--- src/rtl/dspim_pkg.sv ---
`timescale 1ns/1ps
package dspim_pkg;

    localparam int BYTE_BITS = 8;
    localparam int BCNT_W    = $clog2(BYTE_BITS);

    typedef enum logic [0:0] {
        FR_IDLE = 1'b0,
        FR_OPEN = 1'b1
    } fr_state_t;

    function automatic logic op_known(input logic [7:0] op);
        case (op)
            8'h00, 8'h01, 8'h04, 8'h09,
            8'h10, 8'h11, 8'h12, 8'h13,
            8'h20, 8'h21, 8'h28, 8'h29,
            8'h2A, 8'h2B, 8'h2C, 8'h2E,
            8'h30, 8'h36, 8'h3A,
            8'hB1, 8'hB2, 8'hB3, 8'hB4, 8'hB6,
            8'hC0, 8'hC1, 8'hC2, 8'hC3, 8'hC4, 8'hC5,
            8'hDA, 8'hDB, 8'hDC, 8'hDD,
            8'hE0, 8'hE1, 8'hFC: return 1'b1;
            default:             return 1'b0;
        endcase
    endfunction

endpackage

--- src/rtl/dspim_sync.sv ---
`timescale 1ns/1ps
module dspim_sync #(
    parameter int          WIDTH   = 4,
    parameter int          STAGES  = 2,
    parameter logic [WIDTH-1:0] RST_VAL = '0
) (
    input  logic             clk,
    input  logic             rst,
    input  logic [WIDTH-1:0] d_async,
    output logic [WIDTH-1:0] d_sync
);

    logic [WIDTH-1:0] chain_q [STAGES];

    always_ff @(posedge clk) begin
        if (rst) begin
            for (int s = 0; s < STAGES; s++) chain_q[s] <= RST_VAL;
        end else begin
            chain_q[0] <= d_async;
            for (int s = 1; s < STAGES; s++) chain_q[s] <= chain_q[s-1];
        end
    end

    assign d_sync = chain_q[STAGES-1];

endmodule

--- src/rtl/dspim_deser.sv ---
`timescale 1ns/1ps
module dspim_deser
    import dspim_pkg::*;
(
    input  logic       clk,
    input  logic       rst,
    input  logic       s_csn,
    input  logic       s_sck,
    input  logic       s_sdi,
    input  logic       s_dcx,
    output logic       byte_valid,
    output logic [7:0] byte_data,
    output logic       byte_param,
    output logic       cs_end
);

    logic              sck_prev, csn_prev;
    logic              held_bit, have_bit;
    logic [BCNT_W-1:0] bit_cnt;
    logic [BYTE_BITS-2:0] shreg;
    logic              sck_rise, sck_fall;

    assign sck_rise = s_sck & ~sck_prev;
    assign sck_fall = ~s_sck & sck_prev;

    always_ff @(posedge clk) begin
        if (rst) begin
            sck_prev   <= 1'b0;
            csn_prev   <= 1'b1;
            held_bit   <= 1'b0;
            have_bit   <= 1'b0;
            bit_cnt    <= '0;
            shreg      <= '0;
            byte_valid <= 1'b0;
            byte_data  <= '0;
            byte_param <= 1'b0;
            cs_end     <= 1'b0;
        end else begin
            sck_prev   <= s_sck;
            csn_prev   <= s_csn;
            byte_valid <= 1'b0;
            cs_end     <= s_csn & ~csn_prev;
            if (s_csn) begin
                have_bit <= 1'b0;
                bit_cnt  <= '0;
            end else if (sck_rise) begin
                held_bit <= s_sdi;
                have_bit <= 1'b1;
            end else if (sck_fall && have_bit) begin
                have_bit <= 1'b0;
                shreg    <= {shreg[BYTE_BITS-3:0], held_bit};
                if (bit_cnt == BCNT_W'(BYTE_BITS-1)) begin
                    byte_valid <= 1'b1;
                    byte_data  <= {shreg, held_bit};
                    byte_param <= s_dcx;
                    bit_cnt    <= '0;
                end else begin
                    bit_cnt <= bit_cnt + 1'b1;
                end
            end
        end
    end

    a_r1_quiet_when_deselected: assert property (@(posedge clk) disable iff (rst)
        s_csn |=> !byte_valid);
    a_r3_byte_spacing: assert property (@(posedge clk) disable iff (rst)
        byte_valid |=> !byte_valid);
    a_r2_commit_needs_capture: assert property (@(posedge clk) disable iff (rst)
        (sck_fall && !have_bit) |=> $stable(bit_cnt));

endmodule

--- src/rtl/dspim_framer.sv ---
`timescale 1ns/1ps
module dspim_framer
    import dspim_pkg::*;
#(
    parameter int MAX_PARAMS = 16,
    localparam int CW = $clog2(MAX_PARAMS + 1),
    localparam int PW = MAX_PARAMS * 8
) (
    input  logic          clk,
    input  logic          rst,
    input  logic          byte_valid,
    input  logic [7:0]    byte_data,
    input  logic          byte_param,
    input  logic          cs_end,
    output logic          rec_valid,
    output logic [7:0]    rec_opcode,
    output logic [CW-1:0] rec_count,
    output logic [PW-1:0] rec_params,
    output logic          rec_trunc,
    output logic          rec_unknown,
    output logic          orphan_pulse
);

    fr_state_t     state_q, state_d;
    logic [7:0]    op_q;
    logic [CW-1:0] cnt_q;
    logic [PW-1:0] par_q;
    logic          trunc_q, unk_q;
    logic          is_cmd, is_par, emit;

    assign is_cmd = byte_valid && !byte_param;
    assign is_par = byte_valid &&  byte_param;
    assign emit   = (state_q == FR_OPEN) && (is_cmd || cs_end);

    always_comb begin
        state_d = state_q;
        unique case (state_q)
            FR_IDLE: if (is_cmd) state_d = FR_OPEN;
            FR_OPEN: if (cs_end) state_d = FR_IDLE;
        endcase
    end

    always_ff @(posedge clk) begin
        if (rst) state_q <= FR_IDLE;
        else     state_q <= state_d;
    end

    always_ff @(posedge clk) begin
        if (rst) begin
            op_q <= '0; cnt_q <= '0; par_q <= '0; trunc_q <= 1'b0; unk_q <= 1'b0;
            rec_valid <= 1'b0; rec_opcode <= '0; rec_count <= '0; rec_params <= '0;
            rec_trunc <= 1'b0; rec_unknown <= 1'b0; orphan_pulse <= 1'b0;
        end else begin
            rec_valid    <= emit;
            orphan_pulse <= (state_q == FR_IDLE) && is_par;
            if (emit) begin
                rec_opcode  <= op_q;
                rec_count   <= cnt_q;
                rec_params  <= par_q;
                rec_trunc   <= trunc_q;
                rec_unknown <= unk_q;
            end
            if (is_cmd) begin
                op_q    <= byte_data;
                cnt_q   <= '0;
                par_q   <= '0;
                trunc_q <= 1'b0;
                unk_q   <= !op_known(byte_data);
            end else if (is_par && state_q == FR_OPEN) begin
                if (cnt_q < CW'(MAX_PARAMS)) begin
                    for (int i = 0; i < MAX_PARAMS; i++)
                        if (cnt_q == CW'(i)) par_q[i*8 +: 8] <= byte_data;
                    cnt_q <= cnt_q + 1'b1;
                end else begin
                    trunc_q <= 1'b1;
                end
            end
        end
    end

    a_r6_count_bound: assert property (@(posedge clk) disable iff (rst)
        rec_valid |-> (rec_count <= CW'(MAX_PARAMS)));
    a_r6_trunc_only_full: assert property (@(posedge clk) disable iff (rst)
        (rec_valid && rec_trunc) |-> (rec_count == CW'(MAX_PARAMS)));
    a_r5_emit_from_open: assert property (@(posedge clk) disable iff (rst)
        rec_valid |-> $past(state_q == FR_OPEN));
    a_r8_orphan_from_idle: assert property (@(posedge clk) disable iff (rst)
        orphan_pulse |-> $past(state_q == FR_IDLE));
    a_r11_single_strobe: assert property (@(posedge clk) disable iff (rst)
        rec_valid |=> !rec_valid);

endmodule

--- src/rtl/disp_spi_mon.sv ---
`timescale 1ns/1ps
module disp_spi_mon #(
    parameter int MAX_PARAMS  = 16,
    parameter int SYNC_STAGES = 2
) (
    input  logic                                clk,
    input  logic                                rst,
    input  logic                                spi_csn,
    input  logic                                spi_sck,
    input  logic                                spi_sdi,
    input  logic                                spi_dcx,
    output logic                                rec_valid,
    output logic [7:0]                          rec_opcode,
    output logic [$clog2(MAX_PARAMS+1)-1:0]     rec_count,
    output logic [MAX_PARAMS*8-1:0]             rec_params,
    output logic                                rec_trunc,
    output logic                                rec_unknown,
    output logic                                orphan_pulse
);

    logic [3:0] pins_sync;
    logic       b_valid, b_param, c_end;
    logic [7:0] b_data;

    dspim_sync #(.WIDTH(4), .STAGES(SYNC_STAGES), .RST_VAL(4'b1000)) u_sync (
        .clk     (clk),
        .rst     (rst),
        .d_async ({spi_csn, spi_sck, spi_sdi, spi_dcx}),
        .d_sync  (pins_sync)
    );

    dspim_deser u_deser (
        .clk        (clk),
        .rst        (rst),
        .s_csn      (pins_sync[3]),
        .s_sck      (pins_sync[2]),
        .s_sdi      (pins_sync[1]),
        .s_dcx      (pins_sync[0]),
        .byte_valid (b_valid),
        .byte_data  (b_data),
        .byte_param (b_param),
        .cs_end     (c_end)
    );

    dspim_framer #(.MAX_PARAMS(MAX_PARAMS)) u_framer (
        .clk          (clk),
        .rst          (rst),
        .byte_valid   (b_valid),
        .byte_data    (b_data),
        .byte_param   (b_param),
        .cs_end       (c_end),
        .rec_valid    (rec_valid),
        .rec_opcode   (rec_opcode),
        .rec_count    (rec_count),
        .rec_params   (rec_params),
        .rec_trunc    (rec_trunc),
        .rec_unknown  (rec_unknown),
        .orphan_pulse (orphan_pulse)
    );

endmodule

--- config.mk ---
export PLATFORM = sky130hd
export DESIGN_NAME = disp_spi_mon
export DESIGN_NICKNAME = d
export VERILOG_FILES = /design/src/rtl/dspim_pkg.sv /design/src/rtl/dspim_sync.sv /design/src/rtl/dspim_deser.sv /design/src/rtl/dspim_framer.sv /design/src/rtl/disp_spi_mon.sv
export SDC_FILE = /design/constraint.sdc
export NUM_CORES = 1
export LEC_CHECK = 0
export BUFFER_PORTS_ARGS = -buffer_cell sky130_fd_sc_hd__buf_2
export CORE_AREA = 4 4 153 155
export CTS_BUF_LIST = sky130_fd_sc_hd__clkbuf_8
export DETAILED_ROUTE_END_ITERATION = 8
export DIE_AREA = 0 0 157 159
export PLACE_DENSITY_LB_ADDON = 0.08
export SYNTH_ARGS = -nofsm -noshare
export SYNTH_HDL_FRONTEND = slang
export SYNTH_SLANG_ARGS = --single-unit
--- constraint.sdc ---
create_clock -name clk -period 2 [get_ports clk]
set_input_delay 0.2 -clock clk [delete_from_list [all_inputs] [get_ports clk]]
set_output_delay 0.2 -clock clk [all_outputs]
set_load 0.01 [all_outputs]
After elaboration in Yosys (flattened, before gate mapping)
Memory sizes are Yosys's and may differ from the RTL's.
Index checks and enable logic that the tools add are counted.
{"block": "op_classes", "add_sub_neg": 2, "magnitude_cmp": 1, "eq_ne": 52, "muxes": 15, "bitwise": 13, "reduce_logical": 38}
{"op": "$eq 8x8->1 const B", "n": 18}
{"op": "$eq 8x6->1 const B", "n": 11}
{"op": "$reduce_and 3->1", "n": 17}
{"op": "$eq 5x4->1 const B", "n": 8}
{"op": "$reduce_or 37->1", "n": 1}
{"op": "$eq 8x5->1 const B", "n": 4}
{"op": "$eq 5x3->1 const B", "n": 4}
{"op": "$mux 1", "n": 11}
{"op": "$eq 5x2->1 const B", "n": 2}
{"op": "$eq 8x1->1 const B", "n": 1}
{"op": "$eq 8x3->1 const B", "n": 1}
{"op": "$eq 8x4->1 const B", "n": 1}
{"op": "$logic_not 8->1", "n": 1}
{"op": "$mux 4", "n": 2}
{"op": "$not 1->1", "n": 8}
{"op": "$reduce_and 2->1", "n": 4}
{"op": "$logic_and 1x1->1", "n": 6}
{"op": "$add 5x1->5 const B", "n": 1}
{"op": "$eq 5x1->1 const B", "n": 1}
{"op": "$logic_not 5->1", "n": 1}
{"op": "$lt 5x5->1 const B", "n": 1}
{"op": "$reduce_and 4->1", "n": 1}
{"op": "$reduce_or 2->1", "n": 2}
{"op": "$reduce_or 4->1", "n": 1}
{"op": "9 further kinds", "n": 13}
{"block": "word_totals", "register_bits": 314, "mem_bits_rw": 8, "inputBits": 6, "out_inout_bits": 145, "elab_cells": 160, "n_memories": 1}
{"memory": "u_sync.chain_q", "words": 2, "width": 4, "read_ports": 2, "rd_ports_with_merged_regs": 0, "wr": 2, "line": "dspim_sync.sv:13", "rtl": "logic [WIDTH-1:0] chain_q [STAGES];"}

Logic depth before layout (Yosys ltp)
Gate-level depths: netlist of the first run.
{"block": "depth", "depth_word": 6, "ltp_mapped": 7, "depth_no_buf": 6}

Cells and area by module
From an unflattened synthesis of the first run, not the netlist that was laid out.
{"block": "unflattened", "hier_cells": 1427, "area_unflattened_um2": 11891.4}
{"mod": "dspim_framer", "instances": 1, "cells_per_inst": 1301, "area_per_inst_um2": 10627.7, "seq_area_each_um2": 5785.5}
{"mod": "dspim_deser", "instances": 1, "cells_per_inst": 106, "area_per_inst_um2": 1023.5, "seq_area_each_um2": 500.5}
{"mod": "dspim_sync", "instances": 1, "cells_per_inst": 20, "area_per_inst_um2": 240.2, "seq_area_each_um2": 160.2}

Worst setup path after synthesis of the first run
No wires, ideal clock.
{"block": "synth_timing", "path_kind": "register -> register", "from": "register u_framer.cnt_q[0]", "to": "register u_framer.par_q[125]", "setup_ps": 71, "arrival_time_ps": 1636, "t_required_ps": 1929, "slack_ps": 293, "path_stages_with_launch": 8, "n_path_buf": 1, "synth_period_minus_slack_ps": 1707, "cell_sequence": "dfxtp_1 -> ha_1 -> and3_1 -> ha_1 -> and4_1 -> clkbuf_1 -> nand2_1 -> a21oi_1"}
{"block": "synth_via", "elab_chain_len": 2, "elab_cells_between_ends": 3, "cone_classes": "order compare: 1; eq/ne: 1; reduce/logical: 1"}
{"item": "start: declaration", "line": "dspim_framer.sv:26", "rtl": "logic [CW-1:0] cnt_q;"}
{"item": "start signal: assignment", "line": "dspim_framer.sv:73", "rtl": "cnt_q <= cnt_q + 1'b1;"}
{"item": "$lt 5x5->1 / $eq 5x4->1 (equally long branches)", "line": "dspim_framer.sv:70, dspim_framer.sv:72"}
{"item": "$reduce_and 3->1 (no line) (*)"}
{"item": "end signal: indexed assignment", "line": "dspim_framer.sv:72", "rtl": "if (cnt_q == CW'(i)) par_q[i*8 +: 8] <= byte_data;"}
{"item": "end: declaration", "line": "dspim_framer.sv:27", "rtl": "logic [PW-1:0] par_q;"}
Mark *: on every way between the ends. The rest lies on a longest branch, timed or not.
A chain may end at the register's enable or synchronous reset.

Final worst setup path of the first run
{"block": "layout_timing", "from": "register u_deser.byte_valid", "to": "register u_framer.rec_params[7]"}
{"block": "layout_via", "elab_chain_len": 3}
{"item": "start: declaration", "line": "dspim_deser.sv:11", "rtl": "output logic byte_valid,"}
{"item": "start signal: assignment", "line": "dspim_deser.sv:34", "rtl": "byte_valid <= 1'b0;"}
{"item": "start signal: assignment", "line": "dspim_deser.sv:41", "rtl": "byte_valid <= 1'b0;"}
{"item": "start signal: assignment", "line": "dspim_deser.sv:53", "rtl": "byte_valid <= 1'b1;"}
{"item": "$logic_and 1x1->1", "line": "dspim_framer.sv:31", "rtl": "assign is_cmd = byte_valid && !byte_param;"}
{"item": "$logic_or 1x1->1", "line": "dspim_framer.sv:33", "rtl": "assign emit = (state_q == FR_OPEN) && (is_cmd || cs_end);"}
{"item": "$logic_and 1x1->1", "line": "dspim_framer.sv:33"}
{"item": "end signal: assignment", "line": "dspim_framer.sv:59", "rtl": "rec_params <= par_q;"}
{"item": "end: declaration", "line": "dspim_framer.sv:18", "rtl": "output logic [PW-1:0] rec_params,"}
Every way passes these cells.

==> results of run 1 <==
[final timing paths]
kind | start | cells after the start | endpoint
max | u_deser.byte_valid | 5 | u_framer.rec_params[7]
min | spi_csn | 3 | u_sync.chain_q[0][3]
max reg2reg | u_deser.byte_valid | 5 | u_framer.rec_params[7]
min reg2reg | u_sync.chain_q[0][3] | 1 | u_sync.chain_q[0][7]
[Yosys cell counts, types with 6 or more instances]
cell and instances:
nand2_1 341, dfxtp_1 322, a21oi_1 183, nor2_1 136, mux2i_1 123, clkbuf_1 62
buf_2 23, nor2b_1 10, o21ai_0 10, buf_4 9, nand3_1 9, ha_1 7
nand3_2 6, nand3_4 6
[cells by family after synthesis]
group | count (synthesis)
buf+inv | 105
fa+ha+maj | 7
flops | 322
compound gates | 206
xor+xnor | 3
mux | 124
simple gates | 532
[cell type report]
class | instances | area share, %
clock buffer | 65 | 6.552
clock inverter | 25 | 0.7239
inverter | 5 | 0.1375
multi-input combinational | 872 | 34.46
sequential | 322 | 47.21
tap | 280 | 2.566
timing repair buffer | 186 | 8.348
[placed cells by master, fill, tap and decap left out, drive strengths merged, types with 2 or more instances in the layout]
| master | n |
|---|---|
| a21oi | 183 |
| buf | 181 |
| clkbuf | 65 |
| clkinv | 4 |
| dfxtp | 322 |
| dlygate4sd3 | 5 |
| ha | 7 |
| inv | 26 |
| mux2i | 123 |
| nand2 | 341 |
| nand2b | 3 |
| nand3 | 21 |
| nand3b | 2 |
| nand4 | 5 |
| nor2 | 136 |
| nor2b | 10 |
| nor3 | 2 |
| nor4bb | 2 |
| o211ai | 2 |
| o21ai | 11 |
| or2 | 3 |
| xor2 | 2 |
[critical path: stages, from the launching register on]
cell     delay, ps
dfxtp_1        430
nor2b_1        390
o21a_4         210
buf_12         290
nand2_1        110
a21oi_1        140
[report_power, final]
part | leakage (nW) | switching, W | internal [W]
Sequential | 2.59 | 0.00000611 | 0.00642
Clock | 0.595 | 0.00241 | 0.00290
Combinational | 3.01 | 0.000110 | 0.0000371
[state kept, by name, summed over array words and instances (netlist names), 5 cells and up]
signal,count
u_framer.par_q,128
u_deser.byte_data,8
u_framer.rec_opcode,8
u_sync.chain_q,8
u_framer.op_q,8
u_framer.rec_count,5
u_framer.cnt_q,5
u_deser.shreg,7
u_framer.rec_params,128
[stage by stage]
stage               utilization, %  power [W]
detailed placement           57.79   0.006713
floorplan                        -   0.006662
global placement             57.79   0.006713
finish                       62.57    0.01189
CTS                          62.57    0.01204
global route                 62.57    0.01235
[per-layer routing]
layer	track usage, %	share of wire, %	vias up
met1	29.92	47	4202
met5	0	0	-
met2	33.74	46	227
met3	4.159	5.6	39
met4	5.404	1.7	0
li1	-	-	4536
[timing repair]
action                                  in CTS  in global routing
hold buffers                                 5                  0
gates resized for setup                      0                  0
endpoints found under the hold margin        5                  0
endpoints found under the setup margin       0                  0
buffers inserted                             0                  0
==> results.json, run 1 <==
{
  "status": "complete, no violations",
  "fin_setup_tns_ps": 0,
  "drive_gt1_share_pct": 18.58,
  "grt_pass1_wl_um": 44190,
  "drc": 0,
  "maxSlewViolCount": 0,
  "die_w_um": 157,
  "die_y_um": 159,
  "worst_slew_pin_slew_ps": 645.5,
  "place_ws_ps": 268.7,
  "wirelength_um": 27150,
  "layout.nets": 1451,
  "worstPathArrival_ps": 2220,
  "firstDrtPassIters": 5,
  "area_growth_pct": 17.67,
  "via_count": 9004,
  "synth-simple-area-share_pct": 19.42,
  "grt_usage_pct": 21.27,
  "pin_count": 151,
  "diodes": 0,
  "synth_edf_count": 0,
  "ant_nets": 0,
  "synth_xor_area_share_pct": 0.2264,
  "final_cells": 1755,
  "synth_fa_ha_area_share_pct": 0.7548,
  "multi_input_area_um2": 4706,
  "start_util_pct": 53.17,
  "clk_latency_ps": 550,
  "hold_violations": 0,
  "finalCriticalPeriod_ps": 1749,
  "viasPerCell": 5.130,
  "post-route-period-util_pct": 87.45,
  "crit_type": "reg -> reg",
  "drt-wirelength-per-cell_um": 15.47,
  "clkTransAtPathRegs_ps": 60,
  "grt_max_degree": 135,
  "worst_clock_skew_ps": 15.79,
  "cp-start-kind": "register",
  "post-dp-hpwl_um": 16570,
  "dieArea_um2": 24960,
  "fillers": 1990,
  "finalSetupViolCount": 0,
  "drt_iter0_markers": 547,
  "max_freq_ghz": 0.5717,
  "synthDominantAreaCellType": "dfxtp_1",
  "synth_cell_type_count": 47,
  "synth_area_um2": 11600,
  "fp.coreArea_um2": 21820,
  "cp-end-kind": "register",
  "htree_num_levels": 2,
  "ys_async_sr_fraction_pct": 0,
  "cts_root_buffer": "clkbuf_8",
  "gr-total-overflow": 0,
  "portBuffers": 150,
  "synth_fp_nets": 1312,
  "crit_fanout": 88,
  "r2r_slack_ps": 250,
  "placed_cell_area_um2": 12610,
  "clock_sinks": 322,
  "synth_area_per_cell_um2": 8.933,
  "netlist.area_leader.share_pct": 55.55,
  "cts_tree": "done",
  "slew-limit-headroom_pct": 56.97,
  "holdCritPathClass": "in -> reg",
  "drv_cap": 0,
  "grt_pass1_vias": 8509,
  "yosysSeqAreaShare_pct": 55.55,
  "synthTopCellsByArea": "dfxtp_1, nand2_1, mux2i_1",
  "timing.hold.ws_ps": 376.6,
  "synth_top_family_by_area": "simple AND/OR/NAND/NOR gates",
  "muxShareOfSynthArea_pct": 10.71,
  "rsz0062_at_grt": "false",
  "cp.required_ps": 2470,
  "max-vdd-ir-drop_mv": 0.5844,
  "synth_seq_cells": 322,
  "p_leak_nw": 6.201,
  "gp_congestion": 0.8164,
  "antenna_found_initial": 0,
  "regArea_um2": 6446,
  "synth_compound_area_share_pct": 9.262,
  "ys_warn_count": 0,
  "place_inst": 1660,
  "row_count": 54,
  "cts_made_buffers": 51,
  "synth_flop_cell": "dfxtp_1",
  "final_cell_area_um2": 13650,
  "synthCells": 1299,
  "setup_ws_ps": 251.0,
  "powerDensity_nw_per_um2": 870.6,
  "cts_buffer_depth": 3
}
Note: power is estimated with default switching activity, not from simulation.
==> run 2, diff against run 1 <==
--- a/config.mk
+++ b/config.mk
@@ -6,11 +6,12 @@
 export NUM_CORES = 1
 export LEC_CHECK = 0
 export BUFFER_PORTS_ARGS = -buffer_cell sky130_fd_sc_hd__buf_2
-export CORE_AREA = 4 4 153 155
+export CORE_AREA = 4 4 155 157
 export CTS_BUF_LIST = sky130_fd_sc_hd__clkbuf_8
 export DETAILED_ROUTE_END_ITERATION = 8
-export DIE_AREA = 0 0 157 159
+export DIE_AREA = 0 0 159 161
 export PLACE_DENSITY_LB_ADDON = 0.08
 export SYNTH_ARGS = -nofsm -noshare
 export SYNTH_HDL_FRONTEND = slang
+export SYNTH_HIERARCHICAL = 1
 export SYNTH_SLANG_ARGS = --single-unit
==> results.json, run 2 <==
{
  "pin_count": 151,
  "die_w_um": 159,
  "path_cells": "nor2b_2 > o21a_4 > buf_12 > nand2_1 > a21oi_1",
  "clk_latency_ps": 560,
  "path_delay_family": "simple AND/OR/NAND/NOR gates",
  "drc": 0,
  "clock_sinks": 322,
  "slew-limit-headroom_pct": 58.76,
  "die_y_um": 161,
  "worst_clock_skew_ps": 12.07,
  "hold_violations": 0,
  "internal_power_w": 0.009677,
  "finalCriticalPeriod_ps": 1675,
  "cp.required_ps": 2480,
  "wirelength_um": 28750,
  "synth_flop_cell": "dfxtp_1",
  "ys_async_sr_fraction_pct": 0,
  "synthCells": 1427,
  "firstDrtPassIters": 5,
  "post-route-period-util_pct": 83.76,
  "drt-wirelength-per-cell_um": 15.29,
  "diodes": 0,
  "synth_seq_cells": 322,
  "cts_root_buffer": "clkbuf_8",
  "grt_usage_pct": 21.87,
  "crit_fanout": 82,
  "grt_max_degree": 83,
  "worstPathArrival_ps": 2150,
  "status": "complete, no violations",
  "synthTopCellsByArea": "dfxtp_1, nand2_1, a21oi_1",
  "crit_type": "reg -> reg",
  "synth_cell_type_count": 47,
  "cts_buffer_depth": 3,
  "viasPerCell": 5.254,
  "layout_commonest_cell": "nand2_1",
  "clkTransAtPathRegs_ps": 60,
  "switching_share_pct": 21.18,
  "cts_setup_buffers": 0,
  "grt_pass1_wl_um": 47430,
  "ant_nets": 0,
  "max_stage_delay_ps": 400,
  "drt_iter0_markers": 695,
  "dieArea_um2": 25600,
  "p_leak_nw": 5.384,
  "cpMaxStageDelayCell": "dfxtp_1",
  "netlist.area_leader.share_pct": 54.21,
  "gp_congestion": 0.7894,
  "p_comb_share_pct": 1.2,
  "path_buf_inv": 1,
  "clkPwrFrac_pct": 46.4,
  "biggestRegsByFlops": "u_framer/par_q (128), u_framer/rec_params (128)",
  "yosysSeqAreaShare_pct": 54.21,
  "layout.nets": 1571,
  "post-dp-hpwl_um": 18390,
  "max_freq_ghz": 0.5970,
  "cp-end-kind": "register",
  "mostFrequentLayoutCells": "nand2_1, dfxtp_1, a21oi_1",
  "maxSlewViolCount": 0,
  "gr-total-overflow": 0,
  "max-vdd-ir-drop_mv": 0.5432,
  "cp-start-kind": "register",
  "portBuffers": 150,
  "antenna_found_initial": 0,
  "rsz0062_at_grt": "false",
  "htree_num_levels": 2,
  "holdCritPathClass": "in -> reg",
  "cts_tree": "done",
  "synthDominantAreaCellType": "dfxtp_1",
  "row_count": 55,
  "fp.coreArea_um2": 22500,
  "grt_pass1_vias": 9289,
  "start_util_pct": 52.84,
  "via_count": 9883,
  "setup_ws_ps": 324.8,
  "ys_top_cells_by_count": "nand2_1, dfxtp_1, a21oi_1",
  "finalSetupViolCount": 0,
  "cts_made_buffers": 52,
  "switchingPower_w": 0.002600,
  "synth_fp_nets": 1441,
  "pwr-share-seq_pct": 52.4,
  "synth_area_um2": 11890,
  "synth_area_per_cell_um2": 8.333,
  "fin_setup_tns_ps": 0,
  "powerDensity_nw_per_um2": 882.9,
  "cts_resized": 0,
  "synth_edf_count": 0,
  "ys_warn_count": 6,
  "drv_cap": 0,
  "drive_gt1_share_pct": 18.48,
  "worst_slew_pin_slew_ps": 617.8,
  "area_growth_pct": 16.93,
  "place_ws_ps": 329.5,
  "synthMostInstantiatedCell": "nand2_1"
}
-- run 2: changes by cell type after synthesis, moves of 10 or more --
cell      before  now
a21oi_1      183  271
buf_2         23   39
buf_6          2   14
mux2i_1      123   34
nand2_1      341  423
nand2_2        0   10
nand2b_1       3   21
nand3_1        9  104
nor2_1       136   36
-- run 2: cell type report --
| type | count | area, um^2 |
|---|---|---|
| multi-input combinational | 974 | 4763 |
| clock inverter | 20 | 78.83 |
| tap | 285 | 356.6 |
| timing repair buffer | 199 | 1225 |
| inverter | 8 | 30.03 |
| clock buffer | 73 | 1005 |
| sequential | 322 | 6446 |
| fill | 2042 | 8598 |
-- run 2: layer usage --
metal | track usage, % | share of wire (%)
met3 | 4.261 | 5.8
met4 | 6.075 | 1.5
met2 | 35.17 | 46
met1 | 30.35 | 47
met5 | 0 | 0
-- run 2: timing repair --
action                                  4_1_cts  5_1_grt
endpoints found under the setup margin        0        0
endpoints found under the hold margin        14        0
hold buffers                                  5        0
-- run 2: cells by family (layout without fill, tap and decap cells) --
| logic type | after synthesis | count (layout) | share of synthesized area (%) |
|---|---|---|---|
| mux | 35 | 35 | 2.957 |
| compound gates | 294 | 294 | 12.74 |
| flops | 322 | 322 | 54.21 |
| fa+ha+maj | 8 | 8 | 0.8418 |
| buf+inv | 131 | 300 | 5.903 |
| simple gates | 634 | 634 | 23.13 |
| xor+xnor | 3 | 3 | 0.2210 |
-- run 2: through the flow --
stage               hold WS, ps  instance area (um^2)  instances  utilization (%)  power [W]
floorplan                 271.6                 11890       1427                -   0.006670
global placement          380.4                 12770       1783            56.75   0.006715
detailed placement        382.3                 12770       1783            56.75   0.006714
CTS                       330.5                 13900       1881            61.79    0.01242
global route              357.9                 13900       1881            61.79    0.01273
finish                    361.6                 13900       1881            61.79    0.01228
-- run 2: worst register-to-register path: stages (launching register included) --
cell	delay (ps)
dfxtp_1	400
nor2b_2	350
o21a_4	210
buf_12	280
nand2_1	220
a21oi_1	140
-- run 2: final timing paths --
check,start,end,slack [ps],cells past startpoint
setup reg to reg,u_deser/byte_valid,u_framer/rec_params[24],320,5
hold reg to reg,u_sync/chain_q[0][3],u_sync/chain_q[0][7],400,1
setup / recovery,u_deser/byte_valid,u_framer/rec_params[24],320,5
hold / removal,spi_csn,u_sync/chain_q[0][3],360,3
-- run 2: power groups by stage --
stage,clock (W),sequential (W),combinational (W)
4_1_cts,0.00584,0.00643,0.000152
5_1_grt,0.00614,0.00643,0.000166
3_3_place_gp,0,0.00657,0.000145
3_5_place_dp,0,0.00657,0.000144
2_1_floorplan,0,0.00657,0.000104
6_report,0.00570,0.00643,0.000151
==> run 3, diff against run 2 <==
==> constraint.sdc (replaced) <==
create_clock -name clk -period 1.4 [get_ports clk]
set_input_delay 0.14 -clock clk [delete_from_list [all_inputs] [get_ports clk]]
set_output_delay 0.14 -clock clk [all_outputs]
set_load 0.01 [all_outputs]
==> results.json, run 3 (synthesis results as in run 2) <==
{
  "crit_path_start": "u_deser/byte_param",
  "pin_count": 151,
  "htree_num_levels": 2,
  "antenna_found_initial": 0,
  "firstDrtPassIters": 5,
  "diodes": 0,
  "gr-total-overflow": 0,
  "use_met1_pct": 30.76,
  "mostFrequentLayoutCells": "nand2_1, dfxtp_1, a21oi_1",
  "dieArea_um2": 25600,
  "finalSetupViolCount": 150,
  "status": "finished with violations",
  "via_count": 10680,
  "crit_fanout": 5,
  "design_power_total_w": 0.01719,
  "grt_pass1_vias": 9572,
  "r2r-end": "u_framer/par_q[35]",
  "grt_usage_pct": 22.14,
  "area_growth_pct": 38.99,
  "final_cells": 1950,
  "cts_buffer_depth": 3,
  "portBuffers": 150,
  "biggestRegsByFlops": "u_framer/par_q (128), u_framer/rec_params (128)",
  "r2r_slack_ps": -90,
  "crit_type": "reg -> reg",
  "r2r-start": "u_deser/byte_param",
  "holdCritPathClass": "in -> reg",
  "drt-wirelength-per-cell_um": 17.56,
  "p_leak_nw": 6.914,
  "cts_made_buffers": 50,
  "grt_util_met2_pct": 36.30,
  "wirelength_um": 34240,
  "grt_use_met3_pct": 3.930,
  "drv_cap": 0,
  "cp.required_ps": 1880,
  "post-dp-hpwl_um": 19640,
  "ant_nets": 0,
  "row_count": 55,
  "worst_r2r_path_depth": 6,
  "cp-end-kind": "register",
  "start_util_pct": 52.84,
  "powerDensity_nw_per_um2": 1040,
  "rsz0062_at_grt": "true",
  "layout.nets": 1648,
  "viasPerCell": 5.475,
  "grt_max_degree": 55,
  "clkTransAtPathRegs_ps": 60,
  "worstPathArrival_ps": 1970,
  "die_y_um": 161,
  "post-route-period-util_pct": 106.1,
  "gp_congestion": 0.8032,
  "max-vdd-ir-drop_mv": 0.9306,
  "die_w_um": 159,
  "finalCriticalPeriod_ps": 1485,
  "drt_iter0_markers": 739,
  "cts_root_buffer": "clkbuf_8",
  "top_usage_layer": "met2",
  "drive_gt1_share_pct": 36.58,
  "fin_setup_tns_ps": -3887,
  "drc": 0,
  "grt_pass1_wl_um": 48110,
  "fp.coreArea_um2": 22500,
  "slew-limit-headroom_pct": 74.57,
  "worst_slew_pin_slew_ps": 381.0,
  "hold_depth": 3,
  "cp-start-kind": "register",
  "worst_clock_skew_ps": 7.949,
  "layout_commonest_cell": "nand2_1",
  "violations": "negative setup slack",
  "clk_latency_ps": 550,
  "clock_sinks": 322,
  "crit_end": "u_framer/par_q[35]",
  "final_core_util_pct": 73.45,
  "max_freq_ghz": 0.6733,
  "setup_ws_ps": -85.14,
  "cts_tree": "done",
  "hold_path_startpoint": "spi_csn",
  "place_inst": 1825,
  "maxSlewViolCount": 0,
  "place_ws_ps": -102.4,
  "hold_violations": 0
}
run 3: worst min-delay path by stage:
stage | to
after floorplan | u_sync/chain_q[0][0]
after global placement | u_sync/chain_q[0][3]
after detailed placement | u_sync/chain_q[0][3]
after CTS | u_sync/chain_q[0][3]
after global routing | u_sync/chain_q[0][3]
final | u_sync/chain_q[0][3]
run 3: cell type report:
cell class	count	area (um^2)
well taps	285	356.6
clock buffers	68	935.9
repair buffers	278	2597
inverters	8	30.03
multi-input cells	974	6082
clock inverters	15	58.81
flip-flops and latches	322	6467
fillers	1694	5974
run 3: per-stage QoR:
| step | hold slack, ps | instance area [um^2] |
|---|---|---|
| floorplan | 211.6 | 11890 |
| global placement | 321.6 | 13320 |
| detailed placement | 323.7 | 13320 |
| CTS | 279.7 | 14480 |
| global route | 319.0 | 16530 |
| finish | 304.7 | 16530 |
run 3: metal layers:
metal | part of all wire [%] | up-vias
met5 | 0 | -
met4 | 1.9 | 0
met2 | 48 | 351
li1 | - | 5138
met1 | 44 | 5129
met3 | 5.6 | 59
run 3: repair_timing:
| action | CTS | global route |
|---|---|---|
| resized for setup | 18 | 343 |
| buffers inserted | 4 | 9 |
| hold buffers | 5 | 0 |
| endpoints found under the setup margin | 271 | 265 |
| endpoints found under the hold margin | 14 | 0 |
| gates cloned | 0 | 24 |
| pin swaps | 8 | 148 |
run 3: critical path: stages (launching register included):
cell	delay, ps
dfxtp_4	370
and4b_2	280
and2_4	240
buf_12	140
buf_6	110
nand3_2	100
a21oi_2	170
run 3: power breakdown:
group / leakage, nW / internal, W / switching [W] / total (W)
clock: 0.566 / 0.00427 / 0.00346 / 0.00773
sequential: 2.60 / 0.00917 / 0.00000526 / 0.00918
combinational: 3.75 / 0.0000839 / 0.000198 / 0.000282
total: 6.91 / 0.0135 / 0.00367 / 0.0172
